## src/rtl/clip_pkg.sv

```systemverilog
package clip_pkg;
   // floor of (2^w - 1) * pct / 100
   function automatic int unsigned scale_limit(input int unsigned w, input int unsigned pct);
      longint unsigned full;
      full = (64'd1 << w) - 64'd1;
      return int'((full * pct) / 100);
   endfunction
endpackage

```

## src/rtl/clip_window_cmp.sv

```systemverilog
module clip_window_cmp #(
   parameter int unsigned CODE_W = 12,
   parameter int unsigned LO_PCT = 10,
   parameter int unsigned HI_PCT = 90
) (
   input  logic [CODE_W-1:0] code,
   output logic              outside
);
   import clip_pkg::*;
   localparam int unsigned LO_LIM = scale_limit(CODE_W, LO_PCT);
   localparam int unsigned HI_LIM = scale_limit(CODE_W, HI_PCT);
   localparam logic [CODE_W-1:0] LO_C = CODE_W'(LO_LIM);
   localparam logic [CODE_W-1:0] HI_C = CODE_W'(HI_LIM);

   if (LO_PCT >= HI_PCT) begin : g_bad_pct
      $error("clip_window_cmp: LO_PCT must be below HI_PCT");
   end

   always_comb outside = (code < LO_C) || (code > HI_C);
endmodule

```

## src/rtl/clip_stretch.sv

```systemverilog
module clip_stretch #(
   parameter int unsigned HOLD_CYC = 200
) (
   input  logic clk,
   input  logic rst,
   input  logic clr,
   input  logic trig,
   output logic busy
);
   localparam int unsigned CW = $clog2(HOLD_CYC + 1);
   localparam logic [CW-1:0] LOAD = CW'(HOLD_CYC);

   logic [CW-1:0] remain_q;

   always_ff @(posedge clk) begin
      if (rst || clr)
         remain_q <= '0;
      else if (trig)
         remain_q <= LOAD;
      else if (remain_q != '0)
         remain_q <= remain_q - 1'b1;
   end

   always_comb busy = (remain_q != '0);
endmodule

```

## src/rtl/clip_flag_gen.sv

```systemverilog
module clip_flag_gen #(
   parameter int unsigned CODE_W  = 12,
   parameter int unsigned CLK_KHZ = 200000,
   parameter int unsigned HOLD_NS = 1000,
   parameter int unsigned LO_PCT  = 10,
   parameter int unsigned HI_PCT  = 90
) (
   input  logic              clk,
   input  logic              rst,
   input  logic [CODE_W-1:0] ch0_code,
   input  logic [CODE_W-1:0] ch1_code,
   input  logic              shdn,
   output logic              clip0_n,
   output logic              clip1_n
);
   localparam int unsigned NCH      = 2;
   localparam int unsigned HOLD_CYC = int'((64'(CLK_KHZ) * 64'(HOLD_NS)) / 64'd1000000);

   if (CODE_W < 4 || CODE_W > 24) begin : g_bad_w
      $error("clip_flag_gen: CODE_W out of range 4..24");
   end
   if (HOLD_CYC < 1) begin : g_bad_hold
      $error("clip_flag_gen: hold time shorter than one clock");
   end

   logic [CODE_W-1:0] code_a [NCH];
   logic [NCH-1:0]    outside;
   logic [NCH-1:0]    busy;
   logic [NCH-1:0]    flag_n;

   always_comb begin
      code_a[0] = ch0_code;
      code_a[1] = ch1_code;
   end

   for (genvar c = 0; c < NCH; c++) begin : g_ch
      clip_window_cmp #(
         .CODE_W (CODE_W),
         .LO_PCT (LO_PCT),
         .HI_PCT (HI_PCT)
      ) u_cmp (
         .code    (code_a[c]),
         .outside (outside[c])
      );

      clip_stretch #(
         .HOLD_CYC (HOLD_CYC)
      ) u_str (
         .clk  (clk),
         .rst  (rst),
         .clr  (shdn),
         .trig (outside[c]),
         .busy (busy[c])
      );

      always_comb flag_n[c] = ~(busy[c] & ~shdn);
   end

   assign clip0_n = flag_n[0];
   assign clip1_n = flag_n[1];
endmodule

```

## config.mk

```make
export PLATFORM = sky130hd
export DESIGN_NAME = clip_flag_gen
export DESIGN_NICKNAME = d
export VERILOG_FILES = /design/src/rtl/clip_pkg.sv /design/src/rtl/clip_window_cmp.sv /design/src/rtl/clip_stretch.sv /design/src/rtl/clip_flag_gen.sv
export SDC_FILE = /design/constraint.sdc
export NUM_CORES = 1
export LEC_CHECK = 0
export BUFFER_PORTS_ARGS = -buffer_cell sky130_fd_sc_hd__buf_4
export CAP_MARGIN = 20
export CORE_AREA = 8 8 48 70
export CTS_CLUSTER_DIAMETER = 120
export DETAILED_ROUTE_END_ITERATION = 10
export DIE_AREA = 0 0 56 78
export GPL_TIMING_DRIVEN = 0
export PLACE_DENSITY = 0.72
export SLEW_MARGIN = 20
export SYNTH_ARGS = -nofsm -noshare
export SYNTH_HDL_FRONTEND = slang
export SYNTH_HIERARCHICAL = 1
export SYNTH_SLANG_ARGS = --single-unit
```

## constraint.sdc

```tcl
create_clock -name clk -period 1.9 [get_ports clk]
set_input_delay 0.285 -clock clk [delete_from_list [all_inputs] [get_ports clk]]
set_output_delay 0.285 -clock clk [all_outputs]
set_load 0.1 [all_outputs]
```

Word-level counts from Yosys, hierarchy flattened
Cells that the tools add are included.
- flip-flop bits (word level): 16
- bits in latches: 0
- RAM bits: 0
- memory bits (read-only): 0
- bits of input ports: 27
- output and inout bits: 2
- memories: 0
- add/sub/neg operators: 2
- multiply operators: 0
- divide/modulo/power cells: 0
- magnitude comparators: 4
- equality and inequality tests: 0
- shift-type cells: 0
- multiplexer cells: 4
- bitwise operators: 5
- reductions and logical operators: 9
- operators with widths (operator ; count):
    $mux 8 ; 4
    $gt 12x12->1 const B ; 2
    $lt 12x9->1 const B ; 2
    $reduce_bool 8->1 ; 2
    $sub 8x1->8 const B ; 2
    $reduce_bool 2->1 ; 2
    $reduce_or 2->1 ; 2
    $logic_or 1x1->1 ; 3
    $not 1->1 ; 3
    $and 1x1->1 ; 2

Depth between registers and ports, before layout
Gate-level depths: netlist of run 1.
- depth after elaboration: 3
- depth in mapped cells: 6
- gate-level depth less buffers: 6

Cells and area by module
The synthesis of run 1 kept the hierarchy.
- by module, submodules not included (module ; instances ; cells an instance ; area each (um^2) ; seq. area each (um^2)):
    clip_stretch ; 2 ; 47 ; 447.9 ; 160.2
    clip_window_cmp ; 2 ; 10 ; 65.1 ; 0.0
    clip_flag_gen ; 1 ; 2 ; 12.5 ; 0.0

Worst setup path before layout of run 1
Ideal clock, no wire load.
- path kind: reg-to-output
- from: reg g_ch[0].u_str.remain_q[0]
- to: out clip0_n
- arrival time: 1.982 ns
- data required time: 1.615 ns
- path slack: -0.367 ns
- stages on the path, launching flop included: 7
- cells stage by stage: dfxtp_1 > inv_1 > ha_1 > or3b_2 > nor2_4 > inv_1 > nand2b_1
- word-level cells in the longest chain between the ends: 3
- ends and longest elaborated chain (what ; RTL line ; text):
    start: declaration ; clip_stretch.sv:13 ; logic [CW-1:0] remain_q;
    start signal: assignment ; clip_stretch.sv:21 ; remain_q <= remain_q - 1'b1;
    $reduce_bool 8->1 ; clip_stretch.sv:24 ; always_comb busy = (remain_q != '0);
    via busy[0] ; clip_flag_gen.sv:28 ; logic [NCH-1:0] busy;
    $and 1x1->1 ; clip_flag_gen.sv:56 ; always_comb flag_n[c] = ~(busy[c] & ~shdn);
    $not 1->1 ; clip_flag_gen.sv:56 ;
    end: declaration ; clip_flag_gen.sv:13 ; output logic clip0_n,
The timed path passes the listed nets, and every way through them passes these cells.

Worst setup path in the final report of run 1
- from: reg g_ch[1].u_str.remain_q[5]
- to: out clip1_n
- word-level cells in the longest chain between the ends: 3
- ends and longest elaborated chain (what ; RTL line ; text):
    start: declaration ; clip_stretch.sv:13 ;
    start signal: assignment ; clip_stretch.sv:21 ;
    $reduce_bool 8->1 ; clip_stretch.sv:24 ;
    via busy[1] ; clip_flag_gen.sv:28 ;
    $and 1x1->1 ; clip_flag_gen.sv:56 ;
    $not 1->1 ; clip_flag_gen.sv:56 ;
    end: declaration ; clip_flag_gen.sv:14 ; output logic clip1_n
The timed path passes the listed nets, and every way through them passes these cells.

==> results of run 1 <==
## repair_timing
action,4_1_cts,5_1_grt
setup buffers,14,4
pin swaps,4,4
setup endpoints to repair,2,3
resized for setup,31,7
cloned,0,0
## power breakdown
part	internal, W	leakage [nW]	switching (W)	total, W
clock network	0.000117	0.0210	0.000112	0.000229
logic	0.000841	0.487	0.000818	0.00166
registers	0.000431	0.136	0.000106	0.000537
total	0.00139	0.645	0.00104	0.00243
## layer usage
layer  routed length [um]  track usage
met5                    0            0
met4                   77      0.07005
met3                  140      0.02932
met2                 1936       0.2984
met1                 1201       0.1327
## critical path, cell delays in order, from the launching register on
cell and delay (ns):
dfxtp_1 0.36, or4_4 0.57, nor2_4 0.15, inv_2 0.06, nand2b_4 0.07, buf_12 0.16
## through the flow
stage	utilization	hold WS [ns]
2_1_floorplan	-	0.4565
3_3_place_gp	0.5465	0.5188
3_5_place_dp	0.5465	0.5255
4_1_cts	0.6406	0.2764
5_1_grt	0.6596	0.2767
6_report	0.6596	0.2893
## kinds of logic (layout without fill, tap and decap cells)
family,after synthesis,count (layout),synth area share
DFF,16,16,0.3084
buffers and inverters,6,56,0.02169
adders and majority gates,4,4,0.04819
and+or+nand+nor,58,58,0.3711
AOI/OAI and AO/OA,28,28,0.2169
xor gates and xnor gates,4,4,0.03373
## area by class of cell
type | instances | area share
sequential | 16 | 0.2220
clock buffer | 4 | 0.02324
inverter | 6 | 0.02083
tap | 24 | 0.01923
multi-input combinational | 94 | 0.4776
timing repair buffer | 46 | 0.2372
## synth_stat cells (4+ instances only)
cell type	n	share of area
inv_1	6	0.022
o211ai_1	4	0.029
nor4_1	4	0.024
xnor2_1	4	0.034
nor3b_1	4	0.029
nor2_1	4	0.014
or4_1	6	0.043
dfxtp_1	16	0.31
nand4_1	4	0.024
nor3_1	16	0.077
ha_1	4	0.048
nand2b_1	4	0.024
a21oi_1	4	0.019
## path summary, 6_finish.rpt
path	from	end	slack (ns)
min	rst	g_ch[0].u_str/remain_q[7]	0.29
min reg2reg	g_ch[0].u_str/remain_q[5]	g_ch[0].u_str/remain_q[5]	0.53
max reg2reg	g_ch[1].u_str/remain_q[5]	g_ch[1].u_str/remain_q[1]	0.18
max	g_ch[1].u_str/remain_q[5]	clip1_n	-0.05
==> out/results.txt, run 1 <==
Syn_nets - 147
Initial antenna violation count - 0
Fmax - 0.5138 GHz
Drt drc - 0
WS Path Type - reg2out
Vias in the first global route - 1303
Routed WL - 3355 um
Most common cell after layout, fill and taps aside - buf_4
Register area - 346.6 sq um
HPWL after detailed placement - 2309 um
CTS Root Cell - clkbuf_4
Tightest Hold Check Type - in2reg
H-tree Lvls - 1
P_leak - 0.6449 nW
Top Registers - g_ch.u_str/remain_q x16
Final Instance Count excl. Fillers - 190
Most frequent cells in the layout - 44 x buf_4, 16 x nor3_1, 7 x dfxtp_1
Worst Path Required - 1.62 ns
Slack of the critical path - -0.04613 ns
I/O pin count - 29
Final Hold Vio Count - 0
Post-synthesis sequential area ratio - 0.3084
Max-slew violation count - 0
Dpl ws - -0.2526 ns
Worst r2r path cells - 6
Worst VDD drop - 0.9618 mV
Routability cong. - 0.8891
All-Layer GR Usage - 0.1484
Crit path DAT - 1.66 ns
Slew @ Worst Pin - 0.7984 ns
Vias post-DR - 1210
Filler Cell Count - 202
Failing checks - negative setup slack
Period utilization - 1.024
Post-route cell area - 1562 sq um
Yosys Warn Count - 6
Synth Cell Area - 1038 sq um
Area of the multi-input gates - 745.7 sq um
Routed len/inst - 17.66 um
Final Power - 0.002425 W
Mean Syn Cell Area - 8.953 sq um
DRT antenna net count - 0
Syn Inst Count - 116
CP Launch Type - flip-flop
Setup TNS - -0.09147 ns
Grt ovf - 0
RSZ-0062 raised after global routing - yes
Yosys cell types - 31
Clk pin slew, worst setup/hold paths - 0.10 ns
Setup violators final - 2
CTS Sinks - 16
Seq cells post-synth - 16
Clk_lat worst skew - 0.29 ns
Number of flops mapped to enable cells by yosys - 0
Clock Path Buffers - 2
Chip height - 78 um
Row Count - 22
Status - finished, violations left
Worst Path Max Fanout - 5
First-pass iteration count of the detailed router - 4
Critical Path Sink Type - output pin
Core Box Area - 2367 sq um
Initial Util - 0.4387
Largest register FFs - 16
CTS tree - done
Vias per std cell - 6.368
Max-Cap Viols - 0
Total inserted antenna cells - 0
PwrDens - 1553 nW/um^2
Nets - 198
Die X - 56 um
Layout cell share with drive strength beyond 1 - 0.4940
CTS Hold Bufs - 0
First-pass GRT wire length - 5589 um
Top_reg_cell synth - dfxtp_1
Top reg by flops - g_ch.u_str/remain_q
Async S/R FF share, synth - 0
Max_slew headroom - 0.4628
Die area - 4368 sq um
Post-Route Skew - 0.005238 ns
Iteration-0 DRC Markers - 44
Post-layout min period - 1.946 ns
Inserted Clock Buffers - 3
Placed Area - 1294 sq um
Hold path cells - 3
Largest net degree at the start of global routing - 10
Port bufs - 28
Placed cells - 168
Area grow syn2layout - 50.36%
Note: power is estimated with default switching activity, not from simulation.
==> run 2, diff against run 1 <==
- CAP_MARGIN: 20 -> unset
- MAX_ROUTING_LAYER: unset -> met4
- TNS_END_PERCENT: unset -> 100
==> run 2 against run 1 <==
Against the previous run:
- the run still ends with negative setup slack left
- non-clock buffer count unchanged
- sequential power about the same
- clock-buffer cell count unchanged
- worst hold slack got worse by 0.00097 ns
- maximum frequency decreased by 0.34%
==> out/results.txt, run 2 (same netlist as run 1, synthesis figures left out) <==
Die X - 56 um
Min Hold Slack - 0.2884 ns
Top reg by flops - g_ch.u_str/remain_q
Crit Reg-Reg Endpoint - g_ch[1].u_str/remain_q[1]
Die area - 4368 sq um
Final Hold Vio Count - 0
Max_slew headroom - 0.4685
Chip height - 78 um
Post-route cell area - 1562 sq um
RSZ-0062 raised after global routing - yes
Routed len/inst - 17.66 um
Vias post-DR - 1223
CTS Root Cell - clkbuf_4
Row Count - 22
Total inserted antenna cells - 0
R2R Path Start - g_ch[1].u_str/remain_q[5]
Sequential Power Share - 0.222
Slowest Stage Delay on Critical Path - 0.57 ns
Clk_lat worst skew - 0.29 ns
First-pass iteration count of the detailed router - 4
All-Layer GR Usage - 0.1525
Post-layout min period - 1.953 ns
Status - finished, violations left
Sw power - 0.001037 W
Routability cong. - 0.9040
Worst VDD drop - 0.9601 mV
HP Start - rst
CP delay by family, top - simple AND/OR/NAND/NOR gates
Fmax - 0.5121 GHz
Failing checks - negative setup slack
Slew @ Worst Pin - 0.7900 ns
H-tree Lvls - 1
Largest net degree at the start of global routing - 10
Dpl ws - -0.2526 ns
First-pass GRT wire length - 5582 um
Clk pin slew, worst setup/hold paths - 0.10 ns
Hold path cells - 3
P_leak - 0.6449 nW
Post-Route Skew - 0.005286 ns
Worst Path Max Fanout - 5
CP Launch Type - flip-flop
Tightest Hold Check Type - in2reg
Most common cell after layout, fill and taps aside - buf_4
Max-Cap Viols - 0
Period utilization - 1.028
DRT antenna net count - 0
HPWL after detailed placement - 2309 um
Setup slack, reg-to-reg - 0.17 ns
Vias in the first global route - 1303
PwrDens - 1553 nW/um^2
Critical Path Sink Type - output pin
Initial Util - 0.4387
Hold EP - g_ch[0].u_str/remain_q[7]
Largest register FFs - 16
Most frequent cells in the layout - 44 x buf_4, 16 x nor3_1, 7 x dfxtp_1
Core Box Area - 2367 sq um
Routed WL - 3355 um
Iteration-0 DRC Markers - 44
Cell breakdown of the critical path - or4_4, nor2_4, inv_2, nand2b_4, buf_12
Initial antenna violation count - 0
Nets - 198
CTS tree - done
Max-slew violation count - 0
CTS Sinks - 16
Top Registers - g_ch.u_str/remain_q x16
Area grow syn2layout - 50.36%
Worst r2r path cells - 6
Placed Area - 1294 sq um
Setup TNS - -0.09728 ns
Grt ovf - 0
Slack of the critical path - -0.05285 ns
Cell internal pwr - 0.001389 W
Vias per std cell - 6.437
Clock Path Buffers - 2
Setup violators final - 2
Drt drc - 0
Port bufs - 28
Worst Path Buf+Inv - 2
Critical Path Source - g_ch[1].u_str/remain_q[5]
Worst Path Required - 1.62 ns
Net Sw Frac - 0.4274
Final Instance Count excl. Fillers - 190
Clock power frac - 0.094
Slowest-stage cell, CP - or4_4
Crit path DAT - 1.67 ns
WS Path Type - reg2out
Layout cell share with drive strength beyond 1 - 0.4940
Placed cells - 168
Gate power share - 0.684
Inserted Clock Buffers - 3
I/O pin count - 29
==> run 2: cell counts in the layout (fill, tap and decap cells not counted) <==
Identical to the previous run, type by type.
==> run 2: final cells by class <==
cell class	instances	area (sq um)
Clock buffer	4	36.28
Fill cell	202	805.8
Inverter	6	32.53
Multi-Input combinational cell	94	745.7
Sequential cell	16	346.6
Tap cell	24	30.03
Timing Repair Buffer	46	370.4
==> run 2: power groups by stage <==
stage / sequential, W / clock, W / combinational (W)
floorplan: 0.000497 / 0 / 0.000935
global placement: 0.000520 / 0 / 0.00113
detailed placement: 0.000524 / 0 / 0.00116
CTS: 0.000522 / 0.000239 / 0.00152
global route: 0.000549 / 0.000258 / 0.00178
finish: 0.000538 / 0.000229 / 0.00166
==> run 2: worst reg2reg max path: stages (launching register included) <==
cell,delay (ns)
dfxtp_1,0.37
or4_4,0.57
nor2_4,0.15
inv_2,0.06
buf_4,0.13
buf_4,0.12
a211oi_1,0.23
==> run 2: worst max path at each step <==
| stage | end | cells after the start |
|---|---|---|
| 5_1_grt | clip0_n | 7 |
| 4_1_cts | clip1_n | 7 |
| 3_5_place_dp | g_ch[0].u_str/remain_q[1] | 6 |
| 2_1_floorplan | clip0_n | 6 |
| 3_3_place_gp | g_ch[0].u_str/remain_q[1] | 6 |
| 6_report | clip1_n | 5 |
==> run 2: repair_timing <==
| action | CTS | global route |
|---|---|---|
| setup buffers | 14 | 4 |
| hold buffers | 0 | 0 |
| gates resized for setup | 31 | 7 |
| endpoints found under the setup margin | 2 | 3 |
| endpoints found under the hold margin | 0 | 0 |
| pin swaps | 4 | 4 |
==> run 2: per-stage QoR <==
stage / total power (W) / util
floorplan: 0.001432 / -
global placement: 0.001648 / 0.5465
detailed placement: 0.001684 / 0.5465
CTS: 0.002278 / 0.6406
global route: 0.002583 / 0.6596
finish: 0.002426 / 0.6596
==> run 2: routing by layer <==
| metal | vias up | global-route usage | routed length (um) |
|---|---|---|---|
| met1 | 589 | 0.1364 | 1230 |
| met4 | 0 | 0.07005 | 75 |
| li1 | 572 | - | - |
| met2 | 52 | 0.2984 | 1929 |
| met5 | - | - | 0 |
| met3 | 10 | 0.02280 | 120 |
==> run 3, diff against run 2 <==
- CORE_AREA: 8 8 48 70 -> 8 8 47 68
- CTS_BUF_LIST: unset -> sky130_fd_sc_hd__clkbuf_2 sky130_fd_sc_hd__clkbuf_4 sky130_fd_sc_hd__clkbuf_8
- DIE_AREA: 0 0 56 78 -> 0 0 55 76
- PLACE_DENSITY: 0.72 -> 0.76
==> run 3 against run 2 <==
Against the previous run:
- the run still ends with negative setup slack left
- sequential power is 0.7% lower
- wire length is 7.5% lower
- worst hold slack better by 0.0059 ns
- maximum frequency is 0.72% higher
- die area is 4.3% lower
- core utilization is 2.6 points higher
- cell area is 1.5% higher
- clock skew is 0.0042 ns lower
- first-iteration DRC count is 50% lower
==> out/results.txt, run 3 (same netlist as run 1, synthesis figures left out) <==
DRT antenna net count - 0
Drt drc - 0
Post-Route Skew - 0.001065 ns
Largest register FFs - 16
CTS Root Cell - clkbuf_4
Iteration-0 DRC Markers - 22
Total inserted antenna cells - 0
Dpl ws - -0.1716 ns
CTS Sinks - 16
Period utilization - 1.020
Final Power - 0.002378 W
Slew @ Worst Pin - 0.6145 ns
First-pass GRT wire length - 4857 um
Clock Path Buffers - 2
Vias in the first global route - 1120
Row Count - 22
Setup TNS - -0.05329 ns
Max-slew violation count - 0
All-Layer GR Usage - 0.1465
CP Launch Type - flip-flop
Worst VDD drop - 1.031 mV
Filler Cell Count - 178
Routed WL - 3102 um
Slack of the critical path - -0.03889 ns
Inserted Clock Buffers - 3
Clk_lat worst skew - 0.28 ns
RSZ-0062 raised after global routing - yes
I/O pin count - 29
Port bufs - 28
Post-layout min period - 1.939 ns
Chip height - 76 um
Most frequent cells in the layout - 47 x buf_4, 16 x nor3_1, 8 x dfxtp_4
Routed len/inst - 16.07 um
HPWL after detailed placement - 2155 um
Routability cong. - 0.7746
Area grow syn2layout - 52.65%
Initial Util - 0.4491
Placed cells - 168
Placed Area - 1294 sq um
Status - finished, violations left
Worst Path Required - 1.62 ns
P_leak - 0.6586 nW
Top Registers - g_ch.u_str/remain_q x16
Nets - 201
First-pass iteration count of the detailed router - 4
Layout cell share with drive strength beyond 1 - 0.5030
Worst Path Max Fanout - 3
Post-route cell area - 1585 sq um
Critical Path Sink Type - output pin
Final Instance Count excl. Fillers - 193
Most common cell after layout, fill and taps aside - buf_4
Largest net degree at the start of global routing - 10
Die X - 55 um
PwrDens - 1500 nW/um^2
Max_slew headroom - 0.5866
Tightest Hold Check Type - in2reg
Core Box Area - 2312 sq um
Grt ovf - 0
Top reg by flops - g_ch.u_str/remain_q
Clk pin slew, worst setup/hold paths - 0.09 ns
Failing checks - negative setup slack
Vias per std cell - 5.793
Max-Cap Viols - 0
Die area - 4180 sq um
WS Path Type - reg2out
Setup violators final - 2
Initial antenna violation count - 0
CTS tree - done
H-tree Lvls - 1
Final Hold Vio Count - 0
Crit path DAT - 1.65 ns
Fmax - 0.5158 GHz
Vias post-DR - 1118
==> run 3: cell count changes in the layout (fill, tap and decap cells not counted) <==
cell / before / now
dfxtp_2: 3 / 2
or3_4: 3 / 2
or3_1: 1 / 2
dfxtp_1: 7 / 6
dfxtp_4: 6 / 8
buf_4: 44 / 47
==> run 3: area by class of cell <==
cell class | instances | area (sq um) | area share
clock buffer | 4 | 36.28 | 0.02289
inverter | 6 | 32.53 | 0.02052
multi-input combinational | 94 | 740.7 | 0.4672
sequential | 16 | 352.8 | 0.2226
tap | 24 | 30.03 | 0.01894
timing repair buffer | 49 | 392.9 | 0.2478
==> run 3: what timing repair did <==
item                       in CTS  in global routing
setup endpoints to repair       2                  2
hold buffers                    0                  0
pin swaps                       4                  5
gates resized for setup        28                 12
setup buffers                  15                  6
==> run 3: worst paths after layout <==
kind	start	endpoint	slack [ns]	cells after the start
min reg2reg	g_ch[1].u_str/remain_q[5]	g_ch[1].u_str/remain_q[5]	0.53	2
max reg2reg	g_ch[0].u_str/remain_q[4]	g_ch[0].u_str/remain_q[1]	0.23	6
max	g_ch[0].u_str/remain_q[4]	clip0_n	-0.04	5
min	rst	g_ch[0].u_str/remain_q[3]	0.29	3
==> run 3: through the flow <==
stage                 util  hold slack, ns
floorplan                -          0.4565
global placement    0.5595          0.5235
detailed placement  0.5595          0.5408
CTS                 0.6564          0.2829
global route        0.6856          0.2937
finish              0.6856          0.2942
==> run 3: power breakdown <==
group | switching (W) | internal, W | leakage, nW
sequential | 0.0000994 | 0.000434 | 0.137
combinational | 0.000793 | 0.000832 | 0.500
clock | 0.000104 | 0.000116 | 0.0210
total | 0.000996 | 0.00138 | 0.659
==> run 3: routing by layer <==
metal / track usage / wire, um / up-vias
met5: - / 0 / -
met4: 0.04106 / 8 / 0
met3: 0.01758 / 30 / 2
met2: 0.2642 / 1911 / 5
met1: 0.1537 / 1152 / 538
li1: - / - / 573
==> run 3: critical path, cell delays in order, from the launching register on <==
cell	delay, ns
dfxtp_4	0.35
or4_4	0.57
nor2_4	0.15
inv_2	0.06
nand2b_4	0.07
buf_12	0.16
